==> src/rtl/chunk_ring.sv <==
module chunk_ring #(
  parameter int NCHUNK      = 8,
  parameter int CHUNK_BYTES = 4,
  parameter int ID_W        = 4,
  localparam int LW = $clog2(NCHUNK),
  localparam int IW = LW + 1,
  localparam int DW = CHUNK_BYTES * 8
) (
  input  logic          clk,
  input  logic          rst_n,
  input  logic          prod_push_valid,
  input  logic [DW-1:0] prod_push_data,
  output logic          prod_push_ready,
  input  logic          prod_rsv_valid,
  input  logic [IW-1:0] prod_rsv_num,
  output logic          prod_rsv_ready,
  input  logic          prod_cmt_valid,
  input  logic [IW-1:0] prod_cmt_num,
  input  logic          prod_wr_en,
  input  logic [LW-1:0] prod_wr_idx,
  input  logic [DW-1:0] prod_wr_data,
  output logic [LW-1:0] prod_win_base,
  output logic [IW-1:0] prod_win_num,
  output logic [ID_W-1:0] prod_win_id,
  input  logic          cons_rsv_valid,
  input  logic [IW-1:0] cons_rsv_num,
  output logic          cons_rsv_ready,
  input  logic          cons_cmt_valid,
  input  logic [IW-1:0] cons_cmt_num,
  input  logic [LW-1:0] cons_rd_idx,
  output logic [DW-1:0] cons_rd_data,
  output logic [LW-1:0] cons_win_base,
  output logic [IW-1:0] cons_win_num,
  output logic [ID_W-1:0] cons_win_id,
  output logic          err
);
  localparam logic [IW-1:0] NFULL = IW'(NCHUNK);

  logic [IW-1:0] ta, tc, ha, hc, rc;
  logic [NCHUNK-1:0] done, done_set, done_clr;
  logic [DW-1:0] mem [NCHUNK];

  wire [IW-1:0] used    = ta - rc;
  wire [IW-1:0] free    = NFULL - used;
  wire [IW-1:0] p_open  = ta - tc;
  wire [IW-1:0] c_avail = tc - ha;
  wire [IW-1:0] c_open  = ha - hc;

  assign prod_push_ready = !prod_cmt_valid && (p_open == '0) && (free != '0);
  assign prod_rsv_ready  = !prod_cmt_valid && !prod_push_valid && (free >= prod_rsv_num);
  assign cons_rsv_ready  = !cons_cmt_valid && (c_avail >= cons_rsv_num);

  wire push_go = prod_push_valid && prod_push_ready;
  wire prsv_go = prod_rsv_valid && prod_rsv_ready;
  wire crsv_go = cons_rsv_valid && cons_rsv_ready;
  wire pcmt_ok = prod_cmt_valid && (prod_cmt_num <= p_open);
  wire ccmt_ok = cons_cmt_valid && (cons_cmt_num <= c_open);
  wire bad_cmt = (prod_cmt_valid && !pcmt_ok) || (cons_cmt_valid && !ccmt_ok);
  wire rc_go   = done[rc[LW-1:0]];

  always_comb begin
    logic [LW-1:0] off;
    done_clr = '0;
    done_clr[rc[LW-1:0]] = rc_go;
    for (int i = 0; i < NCHUNK; i++) begin
      off = LW'(i) - hc[LW-1:0];
      done_set[i] = ccmt_ok && ({1'b0, off} < cons_cmt_num);
    end
  end

  always_ff @(posedge clk) begin
    if (!rst_n) begin
      ta <= '0; tc <= '0; ha <= '0; hc <= '0; rc <= '0;
      done <= '0;
      err  <= 1'b0;
      prod_win_base <= '0; prod_win_num <= '0; prod_win_id <= '0;
      cons_win_base <= '0; cons_win_num <= '0; cons_win_id <= '0;
    end else begin
      ta <= ta + (push_go ? IW'(1) : (prsv_go ? prod_rsv_num : '0));
      tc <= tc + (push_go ? IW'(1) : (pcmt_ok ? prod_cmt_num : '0));
      ha <= ha + (crsv_go ? cons_rsv_num : '0);
      hc <= hc + (ccmt_ok ? cons_cmt_num : '0);
      rc <= rc + IW'(rc_go);
      done <= (done & ~done_clr) | done_set;
      if (bad_cmt) err <= 1'b1;
      if (prsv_go) begin
        prod_win_base <= ta[LW-1:0];
        prod_win_num  <= prod_rsv_num;
        prod_win_id   <= prod_win_id + 1'b1;
      end
      if (crsv_go) begin
        cons_win_base <= ha[LW-1:0];
        cons_win_num  <= cons_rsv_num;
        cons_win_id   <= cons_win_id + 1'b1;
      end
    end
  end

  always_ff @(posedge clk) begin
    if (push_go) mem[ta[LW-1:0]] <= prod_push_data;
    else if (prod_wr_en) mem[prod_wr_idx] <= prod_wr_data;
  end

  assign cons_rd_data = mem[cons_rd_idx];


  occ_bound_chk: assert property (@(posedge clk) disable iff (!rst_n)
    (ta - rc) <= NFULL);

  rsv_hold_chk: assert property (@(posedge clk) disable iff (!rst_n)
    (prod_rsv_valid && !prod_rsv_ready && !prod_push_valid) |=> (ta == $past(ta)));

  win_grant_chk: assert property (@(posedge clk) disable iff (!rst_n)
    prsv_go |=> (prod_win_base == $past(ta[LW-1:0])) && (prod_win_id == $past(prod_win_id) + 1'b1));

  push_adv_chk: assert property (@(posedge clk) disable iff (!rst_n)
    push_go |=> (tc == $past(tc) + 1'b1) && (ta == $past(ta) + 1'b1));

  reclaim_step_chk: assert property (@(posedge clk) disable iff (!rst_n)
    1'b1 |=> ((rc - $past(rc)) <= IW'(1)));

  ptr_order_chk: assert property (@(posedge clk) disable iff (!rst_n)
    ((hc - rc) <= (ha - rc)) && ((ha - rc) <= (tc - rc)) && ((tc - rc) <= (ta - rc)));

  err_sticky_chk: assert property (@(posedge clk) disable iff (!rst_n)
    err |=> err);

  overcommit_chk: assert property (@(posedge clk) disable iff (!rst_n)
    (prod_cmt_valid && (prod_cmt_num > (ta - tc))) |=> (tc == $past(tc)) && err);
endmodule

==> config.mk <==
export PLATFORM = sky130hd
export DESIGN_NAME = chunk_ring
export DESIGN_NICKNAME = d
export VERILOG_FILES = /design/src/rtl/chunk_ring.sv
export SDC_FILE = /design/constraint.sdc
export NUM_CORES = 1
export LEC_CHECK = 0
export ABC_AREA = 1
export ABC_CLOCK_PERIOD_IN_PS = 5400
export BUFFER_PORTS_ARGS = -buffer_cell sky130_fd_sc_hd__buf_2
export CORE_UTILIZATION = 40
export DETAILED_ROUTE_END_ITERATION = 7
export SYNTH_ARGS = -nofsm -noshare
export SYNTH_HDL_FRONTEND = slang
export SYNTH_SLANG_ARGS = --single-unit
==> constraint.sdc <==
create_clock -name clk -period 5.4 [get_ports clk]
set_clock_uncertainty 0.15 [all_clocks]
set_input_delay 1.08 -clock clk [delete_from_list [all_inputs] [get_ports clk]]
set_output_delay 1.08 -clock clk [all_outputs]
set_load 0.1 [all_outputs]
==> flow_summary_export.csv, run 1 <==
group,metric,value,unit
outcome,status,"finished, final reports clean",
timing,setup_viol_count_final,0,
hold_path,whs_path_depth,2,
hold_path,holdPathEnd,"done[2]$_SDFF_PN0_",
timing,min_period,4.80,ns
worst_setup_path,reg2reg_depth,17,
worst_setup_path,cp_top_family,"adder cells",
timing,setup_tns,0,ns
drt,vias,9870,
worst_setup_path,cp_max_fo,6,
clock_tree,path_clk_slew,0.06,ns
synth,synthDistinctLibCells,34,
clock_tree,clock-sinks,307,
timing,hold_ws,0.316,ns
drt,remaining_drc_errors,0,
job,maxCapViolations,0,
clock_tree,clk_latency,0.50,ns
worst_setup_path,crit_chain,"inv_1 -> ha_1 -> ha_1 -> inv_1 -> fa_1 -> inv_1 -> nand2_1 -> nand2_1 -> nand2_1 -> nand2_1 -> inv_1 -> ha_1 -> nand4_1 -> nand3_1 -> nand2_1 -> inv_1 -> buf_2",
timing,rsz0062_at_grt,"no",
global_routing,track_usage,0.183,
global_routing,antenna_found_initial,2,
worst_setup_path,r2r_start,"ta[1]$_SDFF_PN0_",
synth,ys_seq_area_frac,0.624,
floorplanning,core-area,34500,µm²
clock_tree,clk_path_buf_depth,3,
synth,synth_commonest_cells,"nor2_1 (262), edfxtp_1 (256), o21ai_0 (156), nand2_1 (153), inv_1 (96)",
worst_setup_path,critPathSlowestCell,"dfxtp_1",
worst_setup_path,critPathRequiredTime,4.17,ns
clock_tree,cts_tree,"built",
timing,max_freq,0.208,GHz
floorplanning,rows,68,
worst_setup_path,end_kind,"output pin",
floorplanning,initial_core_util,0.405,
synth,yosys.area.top_type,"edfxtp_1",
clock_tree,htreeDepth,2,
synth,synthTopCellsByArea,"edfxtp_1 (55%), dfxtp_1 (7.3%), nor2_1 (7.0%)",
timing,relSlewSlack,0.403,
final_layout,fillers,3185,
drt,ant_nets,0,
drt,first_pass_iters,4,
worst_setup_path,path_class,"register to output pin",
synth,yosysMostFrequentCell,"nor2_1",
synth,synth_cells,1335,
synth,synth_ff_type,"edfxtp_1",
drt,drtIter0Drc,548,
drt,wl,32300,µm
place,hpwl,19800,µm
global_routing,grt_pass1_wl,51000,µm
power_and_ir_drop,power,8.04,mW
floorplanning,die_area,35700,µm²
power_and_ir_drop,power_density,494,nW/µm²
final_layout,drive_gt1_frac,0.156,
worst_setup_path,slowest_delay,0.50,ns
drt,viasPerCell,5.05,
timing,hold_viol_final,0,
power_and_ir_drop,power.leakage,6.42,nW
clock_tree,post-cts-setup-buffer-count,0,
clock_tree,cts-root-buf,"clkbuf_16",
global_routing,grt_max_degree,89,
floorplanning,die_w,189,µm
final_layout,fin_nets,1638,
hold_path,hp-start,"done[2]$_SDFF_PN0_",
synth,synth_edf_count,256,
synth,synth-async-reset-ratio,0,
timing,worst_slew_pin_slew,0.895,ns
worst_setup_path,critPathArrivalTime,3.57,ns
synth,syn_area,14000,µm²
worst_setup_path,path_buf_inv,6,
synth,syn_area_per_cell,10.5,µm²
clock_tree,cts_hold_buf,0,
clock_tree,cts_buffers,35,
place,dpl_worst_slack,0.837,ns
timing,layout_worst_path_cycle_share,0.889,
worst_setup_path,rr_endpoint,"mem[2][18]$_DFFE_PP_",
timing,slew_violations,0,
final_layout,final_util,0.472,
place,globalplace.congestion,0.791,
synth,yosys_warnings,0,
global_routing,grt_pass1_vias,9734,
worst_setup_path,worstSetupPathDepth,17,
hold_path,hp-class,"register to register",
global_routing,grt_overflow_total,0,
clock_tree,ctsResizeCount,0,
power_and_ir_drop,ir_drop,0.000466,V
synth,synth-seq-cells,307,
synth,synth_top_area_share,0.551,
floorplanning,ios,152,
synth,syn_nets,1496,
worst_setup_path,reg2reg_slack,1.05,ns
floorplanning,die_height,189,µm
place,numPortBuffers,151,
final_layout,areaGrowthSynthToFinish,16.5,%
worst_setup_path,cp-start-kind,"register",
timing,fin_ws,0.598,ns
drt,wl_per_cell,16.5,µm
## metal layers
layer | track usage | routed length, µm | vias up
li1 | - | - | 4908
met5 | 0 | 10 | -
met1 | 0.238 | 14500 | 4669
met3 | 0.0333 | 1760 | 47
met2 | 0.312 | 15400 | 244
met4 | 0.0540 | 663 | 2
## state kept, by name, indices dropped and copies added (netlist names)
register       cells
done               8
cons_win_base      3
cons_win_id        4
err                1
mem              256
tc                 4
ha                 4
cons_win_num       4
prod_win_base      3
ta                 4
prod_win_num       4
hc                 4
prod_win_id        4
rc                 4
## where the power goes
part | switching [mW] | total [mW] | internal [mW] | leakage (nW)
clock network | 0.910 | 2.16 | 1.25 | 0.506
registers | 0.138 | 3.15 | 3.01 | 2.75
logic | 1.98 | 2.74 | 0.754 | 3.16
total | 3.03 | 8.04 | 5.02 | 6.42
## kinds of logic (layout without fill, tap and decap cells)
group,Yosys count,in the layout,share of synthesized area
XOR/XNOR,22,22,0.0138
AO/OA/AOI/OAI,282,282,0.109
AND/OR/NAND/NOR,489,489,0.141
adder cells (fa/ha/maj),67,67,0.0643
other,0,2,0
buffers and inverters,168,332,0.0486
flip-flops,307,307,0.624
## worst reg2reg max path, stage by stage (launching register included)
cell	delay, ns
dfxtp_1	0.50
inv_1	0.17
ha_1	0.31
ha_1	0.13
inv_1	0.05
fa_1	0.42
xnor2_1	0.15
nand2_1	0.06
nand2_1	0.09
nand2_1	0.14
nand4_4	0.10
nand2_2	0.39
buf_4	0.41
nand2_2	0.07
nand2_1	0.08
nand2_1	0.14
nor2_4	0.10
buf_4	0.48
## cell usage in the layout, fill, tap and decap left out, types with 35 or more instances in the layout
master,netlist,layout
nor2_1,262,254
dfxtp_1,51,51
a21oi_1,50,50
inv_1,96,96
ha_1,59,59
nand3_1,57,57
o21ai_0,156,156
buf_2,14,150
clkbuf_16,0,35
nand2_1,153,153
edfxtp_1,256,256
## metrics by stage
stage | cell area, µm² | cells
after global placement | 15200 | 1895
after global routing | 16300 | 1954
after floorplan | 14000 | 1335
final | 16300 | 1956
after CTS | 16300 | 1954
after detailed placement | 15200 | 1895
## worst max-delay path by stage
| stage | endpoint | slack (ns) | from |
|---|---|---|---|
| floorplan | cons_rd_data[30] | 0.72 | cons_rd_idx[0] |
| global placement | cons_rd_data[23] | 0.87 | cons_rd_idx[0] |
| detailed placement | cons_rd_data[23] | 0.84 | cons_rd_idx[0] |
| CTS | prod_rsv_ready | 0.61 | ta[1]$_SDFF_PN0_ |
| global route | prod_rsv_ready | 0.37 | ta[1]$_SDFF_PN0_ |
| finish | prod_rsv_ready | 0.60 | ta[1]$_SDFF_PN0_ |
## area by class of cell
class	instances	area, µm²	share of cell area
Clock buffer	44	910	0.0559
Antenna cell	2	5.00	0.000308
Sequential cell	307	8710	0.535
Clock inverter	15	135	0.00830
Inverter	101	380	0.0234
Tap cell	455	569	0.0350
Multi-Input combinational cell	860	4640	0.285
Timing Repair Buffer	172	928	0.0571
(Power assumes the default switching activity.)
==> run 2: changes to the inputs <==
--- a/config.mk
+++ b/config.mk
@@ -6,10 +6,11 @@
 export NUM_CORES = 1
 export LEC_CHECK = 0
 export ABC_AREA = 1
-export ABC_CLOCK_PERIOD_IN_PS = 5400
+export ABC_CLOCK_PERIOD_IN_PS = 6100
 export BUFFER_PORTS_ARGS = -buffer_cell sky130_fd_sc_hd__buf_2
 export CORE_UTILIZATION = 40
 export DETAILED_ROUTE_END_ITERATION = 7
+export SLEW_MARGIN = 10
 export SYNTH_ARGS = -nofsm -noshare
 export SYNTH_HDL_FRONTEND = slang
 export SYNTH_SLANG_ARGS = --single-unit
==> constraint.sdc (replaced) <==
create_clock -name clk -period 6.1 [get_ports clk]
set_clock_uncertainty 0.15 [all_clocks]
set_input_delay 1.22 -clock clk [delete_from_list [all_inputs] [get_ports clk]]
set_output_delay 1.22 -clock clk [all_outputs]
set_load 0.1 [all_outputs]
==> run 2 against run 1 <==
Sequential power shrank 11%. Hold slack got worse by 0.0029 ns. Utilization increased by 0.24 points. Sequential cell count is the same. Final cell count is 0.20% higher. Count of clock-buffer cells in the layout increased by 1. Combinational power is 12% lower. Critical endpoint unchanged. Largest power group unchanged.
==> flow_summary_export.csv, run 2 (same netlist as run 1, synthesis figures left out) <==
group,metric,value,unit
outcome,status,"finished, final reports clean",
clock_tree,path_clk_slew,0.06,ns
final_layout,areaGrowthSynthToFinish,17.1,%
final_layout,drive_gt1_frac,0.160,
timing,rsz0062_at_grt,"no",
hold_path,hp-start,"cons_win_num[3]$_SDFFE_PN0N_",
worst_setup_path,slowest_delay,0.51,ns
final_layout,fillers,3138,
floorplanning,rows,68,
final_layout,final_common_cell,"edfxtp_1",
final_layout,multi_input_area,4640,µm²
place,hpwl,20300,µm
global_routing,track_usage,0.189,
worst_setup_path,r2r_start,"ta[1]$_SDFF_PN0_",
timing,setup_viol_count_final,0,
floorplanning,die_w,189,µm
power_and_ir_drop,power,7.21,mW
worst_setup_path,crit_top_cell,"inv_1",
timing,layout_worst_path_cycle_share,0.810,
hold_path,hp-class,"register to register",
clock_tree,cts_buffers,35,
final_layout,design_area,16400,µm²
final_layout,fin_nets,1641,
place,numPortBuffers,151,
place,placed_area,15300,µm²
timing,worst_slew_pin_slew,0.999,ns
clock_tree,clk_latency,0.50,ns
drt,drtIter0Drc,657,
timing,max_freq,0.202,GHz
timing,min_period,4.94,ns
timing,setup_tns,0,ns
clock_tree,cts_tree,"built",
clock_tree,clock-sinks,307,
power_and_ir_drop,ir_drop,0.000426,V
clock_tree,cts-root-buf,"clkbuf_16",
place,globalplace.congestion,0.793,
worst_setup_path,critPathSlowestCell,"dfxtp_1",
floorplanning,initial_core_util,0.405,
final_layout,stdcell_count,1960,
power_and_ir_drop,power.leakage,6.47,nW
worst_setup_path,cp-start-kind,"register",
final_layout,top_regs,"mem: 256 flops, done: 8 flops",
final_layout,largest-register,"mem",
drt,ant_nets,0,
final_layout,final_cell_mix,"edfxtp_1 (256), nor2_1 (254), o21ai_0 (156)",
floorplanning,core-area,34500,µm²
floorplanning,ios,152,
global_routing,grt_pass1_vias,9833,
drt,vias,9941,
global_routing,antenna_found_initial,0,
worst_setup_path,cp_max_fo,6,
final_layout,largest_reg_flops,256,
place,dp.cells,1898,
clock_tree,cts_hold_buf,0,
clock_tree,post-cts-setup-buffer-count,0,
drt,first_pass_iters,4,
final_layout,seqCellArea,8710,µm²
global_routing,grt_overflow_total,0,
drt,remaining_drc_errors,0,
job,maxCapViolations,0,
floorplanning,die_height,189,µm
clock_tree,ctsResizeCount,0,
timing,slew_violations,0,
global_routing,grt_max_degree,129,
timing,hold_viol_final,0,
drt,viasPerCell,5.07,
drt,wl,33300,µm
clock_tree,htreeDepth,2,
worst_setup_path,crit_chain,"inv_1 -> ha_1 -> ha_1 -> inv_1 -> fa_1 -> xnor2_1 -> nand2_1 -> nand2_1 -> inv_1 -> ha_1 -> nand4_1 -> nand3_1 -> nand2_1 -> inv_1 -> buf_2",
worst_setup_path,path_class,"register to output pin",
worst_setup_path,end_kind,"output pin",
floorplanning,die_area,35700,µm²
worst_setup_path,path_buf_inv,5,
clock_tree,clk_path_buf_depth,3,
worst_setup_path,startpoint,"ta[1]$_SDFF_PN0_",
power_and_ir_drop,power_density,441,nW/µm²
worst_setup_path,critPathRequiredTime,4.73,ns
worst_setup_path,critPathArrivalTime,3.57,ns
worst_setup_path,cp_top_family,"adder cells",
global_routing,grt_pass1_wl,52900,µm
drt,wl_per_cell,17.0,µm
timing,relSlewSlack,0.334,
-- run 2: cell count changes in the layout (fill, tap and decap cells not counted), sizes merged --
| cell | delta |
|---|---|
| buf | +3 |
| bufinv | +2 |
| clkbuf | +1 |
| clkinv | -1 |
| diode | -1 |
-- run 2: layer usage --
metal / GRT usage / vias to the layer above / wire, µm
met3: 0.0358 / 42 / 1730
met1: 0.251 / 4746 / 15200
met5: 0 / - / 0
li1: - / 4917 / -
met2: 0.319 / 236 / 15700
met4: 0.0428 / 0 / 551
-- run 2: through the flow --
step           hold slack [ns]  setup WS [ns]   util
3_3_place_gp             0.302           1.53  0.443
2_1_floorplan            0.295           1.14      -
5_1_grt                  0.327          0.886  0.475
3_5_place_dp             0.306           1.53  0.443
4_1_cts                  0.315           1.14  0.475
6_report                 0.313           1.16  0.475
-- run 2: final timing paths --
kind	slack, ns	cells after the start	to
max reg2reg	1.63	15	mem[2][22]$_DFFE_PP_
min reg2reg	0.31	2	cons_win_num[3]$_SDFFE_PN0N_
max	1.16	15	prod_rsv_ready
min	0.31	2	cons_win_num[3]$_SDFFE_PN0N_
-- run 2: worst register-to-register path: cells and delay by family (launching register included) --
kind | cells | cell delay [ns]
buf+inv | 4 | 0.84
xor+xnor | 1 | 0.15
flops | 1 | 0.51
fa+ha+maj | 3 | 0.87
simple gates | 7 | 1.67
-- run 2: layout make-up --
type	instances	share of cell area
Antenna cell	1	0.000153
Clock inverter	16	0.00987
Tap cell	455	0.0348
Multi-Input combinational cell	860	0.284
Timing Repair Buffer	175	0.0589
Clock buffer	45	0.0571
Sequential cell	307	0.532
Inverter	101	0.0233
-- run 2: power breakdown --
group          leakage [nW]  total (mW)  internal (mW)  switching (mW)
sequential             2.75        2.79           2.66           0.122
combinational          3.18        2.42          0.669            1.75
clock                 0.537        2.01           1.21           0.800
total                  6.47        7.21           4.54            2.67
==> run 3: changes to the inputs <==
--- a/config.mk
+++ b/config.mk
@@ -5,8 +5,8 @@
 export SDC_FILE = /design/constraint.sdc
 export NUM_CORES = 1
 export LEC_CHECK = 0
-export ABC_AREA = 1
-export ABC_CLOCK_PERIOD_IN_PS = 6100
+export ABC_AREA = 0
+export ABC_CLOCK_PERIOD_IN_PS = 5000
 export BUFFER_PORTS_ARGS = -buffer_cell sky130_fd_sc_hd__buf_2
 export CORE_UTILIZATION = 40
 export DETAILED_ROUTE_END_ITERATION = 7
==> constraint.sdc (replaced) <==
create_clock -name clk -period 5 [get_ports clk]
set_clock_uncertainty 0.15 [all_clocks]
set_input_delay 1 -clock clk [delete_from_list [all_inputs] [get_ports clk]]
set_output_delay 1 -clock clk [all_outputs]
set_load 0.1 [all_outputs]
==> run 3 against run 2 <==
Combinational power rose by 2%. Hold slack worse by 0.0070 ns. Non-clock buffer count down 5. First-iteration DRC count shrank 52%. Critical path type unchanged. Critical endpoint unchanged.
==> flow_summary_export.csv, run 3 <==
group,metric,value,unit
drt,vias,7569,
synth,ys_seq_area_frac,0.624,
final_layout,top_regs,"mem: 256 flops, done: 8 flops",
outcome,status,"finished, final reports clean",
floorplanning,core-area,34500,µm²
timing,setup_viol_count_final,0,
worst_setup_path,path_class,"register to output pin",
floorplanning,initial_core_util,0.405,
synth,synthTopCellsByArea,"edfxtp_1 (55%), mux4_2 (10%), dfxtp_1 (7.3%)",
synth,synthMuxAreaShare,0.182,
worst_setup_path,critPathSlowestCell,"dfxtp_1",
worst_setup_path,crit_top_cell,"inv_1",
global_routing,track_usage,0.155,
drt,drtIter0Drc,315,
global_routing,grt_pass1_vias,7749,
synth,syn_area_per_cell,16.2,µm²
global_routing,grt_overflow_total,0,
floorplanning,die_area,35600,µm²
drt,ant_nets,0,
final_layout,largest_reg_flops,256,
floorplanning,rows,68,
floorplanning,ios,152,
final_layout,final_common_cell,"edfxtp_1",
clock_tree,cts_buffers,31,
synth,synth_edf_count,256,
synth,yosys.area.top_type,"edfxtp_1",
place,globalplace.congestion,0.739,
synth,synth_cells,859,
synth,synth_commonest_cells,"edfxtp_1 (256), mux4_2 (64), ha_1 (59), dfxtp_1 (51), inv_1 (50)",
power_and_ir_drop,ir_drop,0.000459,V
timing,hold_viol_final,0,
synth,yosys.area_share.adder,0.0644,
power_and_ir_drop,power_density,483,nW/µm²
worst_setup_path,crit_chain,"inv_1 -> ha_1 -> inv_1 -> ha_1 -> inv_1 -> fa_1 -> xor2_1 -> xnor2_1 -> inv_1 -> ha_1 -> o21a_1 -> a21oi_1 -> buf_4 -> nor3_2 -> clkbuf_4",
timing,slew_violations,0,
final_layout,stdcell_count,1498,
timing,rsz0062_at_grt,"no",
drt,remaining_drc_errors,0,
clock_tree,path_clk_slew,0.06,ns
final_layout,areaGrowthSynthToFinish,17.1,%
synth,synth_top_area_share,0.551,
synth,synth_ff_type,"edfxtp_1",
final_layout,largest-register,"mem",
clock_tree,post-cts-setup-buffer-count,0,
worst_setup_path,critPathArrivalTime,3.53,ns
global_routing,grt_max_degree,46,
floorplanning,die_w,189,µm
timing,layout_worst_path_cycle_share,0.936,
final_layout,drive_gt1_frac,0.339,
worst_setup_path,cp_max_fo,11,
final_layout,final_cell_mix,"edfxtp_1 (256), buf_2 (149), mux4_2 (64)",
drt,first_pass_iters,4,
clock_tree,clk_latency,0.56,ns
synth,synth_top_family_by_area,"multiplexers",
timing,relSlewSlack,0.491,
synth,syn_nets,1020,
clock_tree,cts_tree,"built",
drt,wl_per_cell,18.2,µm
global_routing,antenna_found_initial,0,
clock_tree,cts_hold_buf,0,
timing,min_period,4.68,ns
synth,synth-async-reset-ratio,0,
synth,yosys_warnings,0,
global_routing,grt_pass1_wl,43000,µm
timing,max_freq,0.214,GHz
synth,synth_xor_area_frac,0.0157,
synth,synthDistinctLibCells,54,
power_and_ir_drop,power.leakage,6.05,nW
synth,synth_compound_area_frac,0.0396,
drt,viasPerCell,5.05,
floorplanning,die_height,189,µm
timing,worst_slew_pin_slew,0.764,ns
worst_setup_path,slowest_delay,0.47,ns
place,dp.cells,1444,
worst_setup_path,critPathRequiredTime,3.85,ns
clock_tree,htreeDepth,1,
clock_tree,clock-sinks,307,
worst_setup_path,end_kind,"output pin",
timing,setup_tns,0,ns
worst_setup_path,cp-start-kind,"register",
synth,synth-seq-cells,307,
synth,yosysMostFrequentCell,"edfxtp_1",
clock_tree,clk_path_buf_depth,3,
place,hpwl,16700,µm
place,numPortBuffers,151,
hold_path,hp-class,"register to register",
synth,syn_area,13900,µm²
synth,synth-simple-area-share,0.0471,
drt,wl,27300,µm
final_layout,diodes,0,
job,maxCapViolations,0,
clock_tree,cts-root-buf,"clkbuf_16",
final_layout,fin_nets,1183,
## run 3: cell types whose count changed in the layout (fill, tap and decap cells not counted), moves of 31 or more
| cell | delta |
|---|---|
| o21ai_0 | -140 |
| inv_1 | -46 |
| nand3_1 | -43 |
| o22ai_1 | -33 |
| nor2_1 | -235 |
| a31oi_1 | -31 |
| mux4_2 | +64 |
| nand2_1 | -112 |
| mux2_2 | +37 |
## run 3: critical path, delay by kind of cell, from the launching register on
| family | cells | cell delay, ns |
|---|---|---|
| adders and majority gates | 4 | 0.99 |
| and+or+nand+nor | 1 | 0.11 |
| DFF | 1 | 0.47 |
| AOI/OAI and AO/OA | 2 | 0.17 |
| xor gates and xnor gates | 2 | 0.40 |
| buffers and inverters | 6 | 0.86 |
## run 3: logic make-up (layout without fill, tap and decap cells)
logic type / after synthesis / count (layout)
compound gates: 87 / 87
xor+xnor: 25 / 25
fa+ha+maj: 67 / 67
buf+inv: 91 / 275
flops: 307 / 307
mux: 154 / 154
simple gates: 128 / 128
## run 3: per-layer routing
metal,wire length [µm],global-route usage,up-vias
met3,826,0.0192,33
met1,12300,0.205,3799
met2,13800,0.275,108
met4,372,0.0310,0
met5,0,0,-
li1,-,-,3629
## run 3: repair_timing
action,CTS,global route
gates resized for setup,0,1
setup endpoints to repair,0,1
endpoints found under the hold margin,0,0
## run 3: layout make-up
type	instances	area, µm²
clock buffer	38	802
fill	3019	18100
clock inverter	16	138
inverter	51	191
tap	455	569
sequential	307	8710
multi-input combinational	461	4950
timing repair buffer	170	978
## run 3: path summary, 6_finish.rpt
path	startpoint	to	slack, ns	cells after the start
worst min-delay path	done[5]$_SDFF_PN0_	done[5]$_SDFF_PN0_	0.31	2
worst max register to register	rc[0]$_SDFF_PN0_	ta[3]$_SDFF_PN0_	0.72	21
worst max-delay path	rc[0]$_SDFF_PN0_	prod_rsv_ready	0.32	15
worst min register to register	done[5]$_SDFF_PN0_	done[5]$_SDFF_PN0_	0.31	2
## run 3: report_power, final
group          internal [mW]  switching (mW)  leakage (nW)  total, mW
Combinational          0.885            1.57          2.85       2.46
Sequential              3.14           0.131          2.74       3.27
Clock                   1.24           0.926         0.457       2.16
## run 3: per-stage QoR
step	utilization	area (µm²)	power, mW	setup slack (ns)	hold WS [ns]
2_1_floorplan	-	14000	5.23	0.0664	0.284
3_3_place_gp	0.447	15400	5.77	0.793	0.292
3_5_place_dp	0.447	15400	5.81	0.730	0.302
4_1_cts	0.474	16300	8.00	0.177	0.311
5_1_grt	0.474	16300	8.34	0.0182	0.332
6_report	0.474	16300	7.89	0.320	0.306
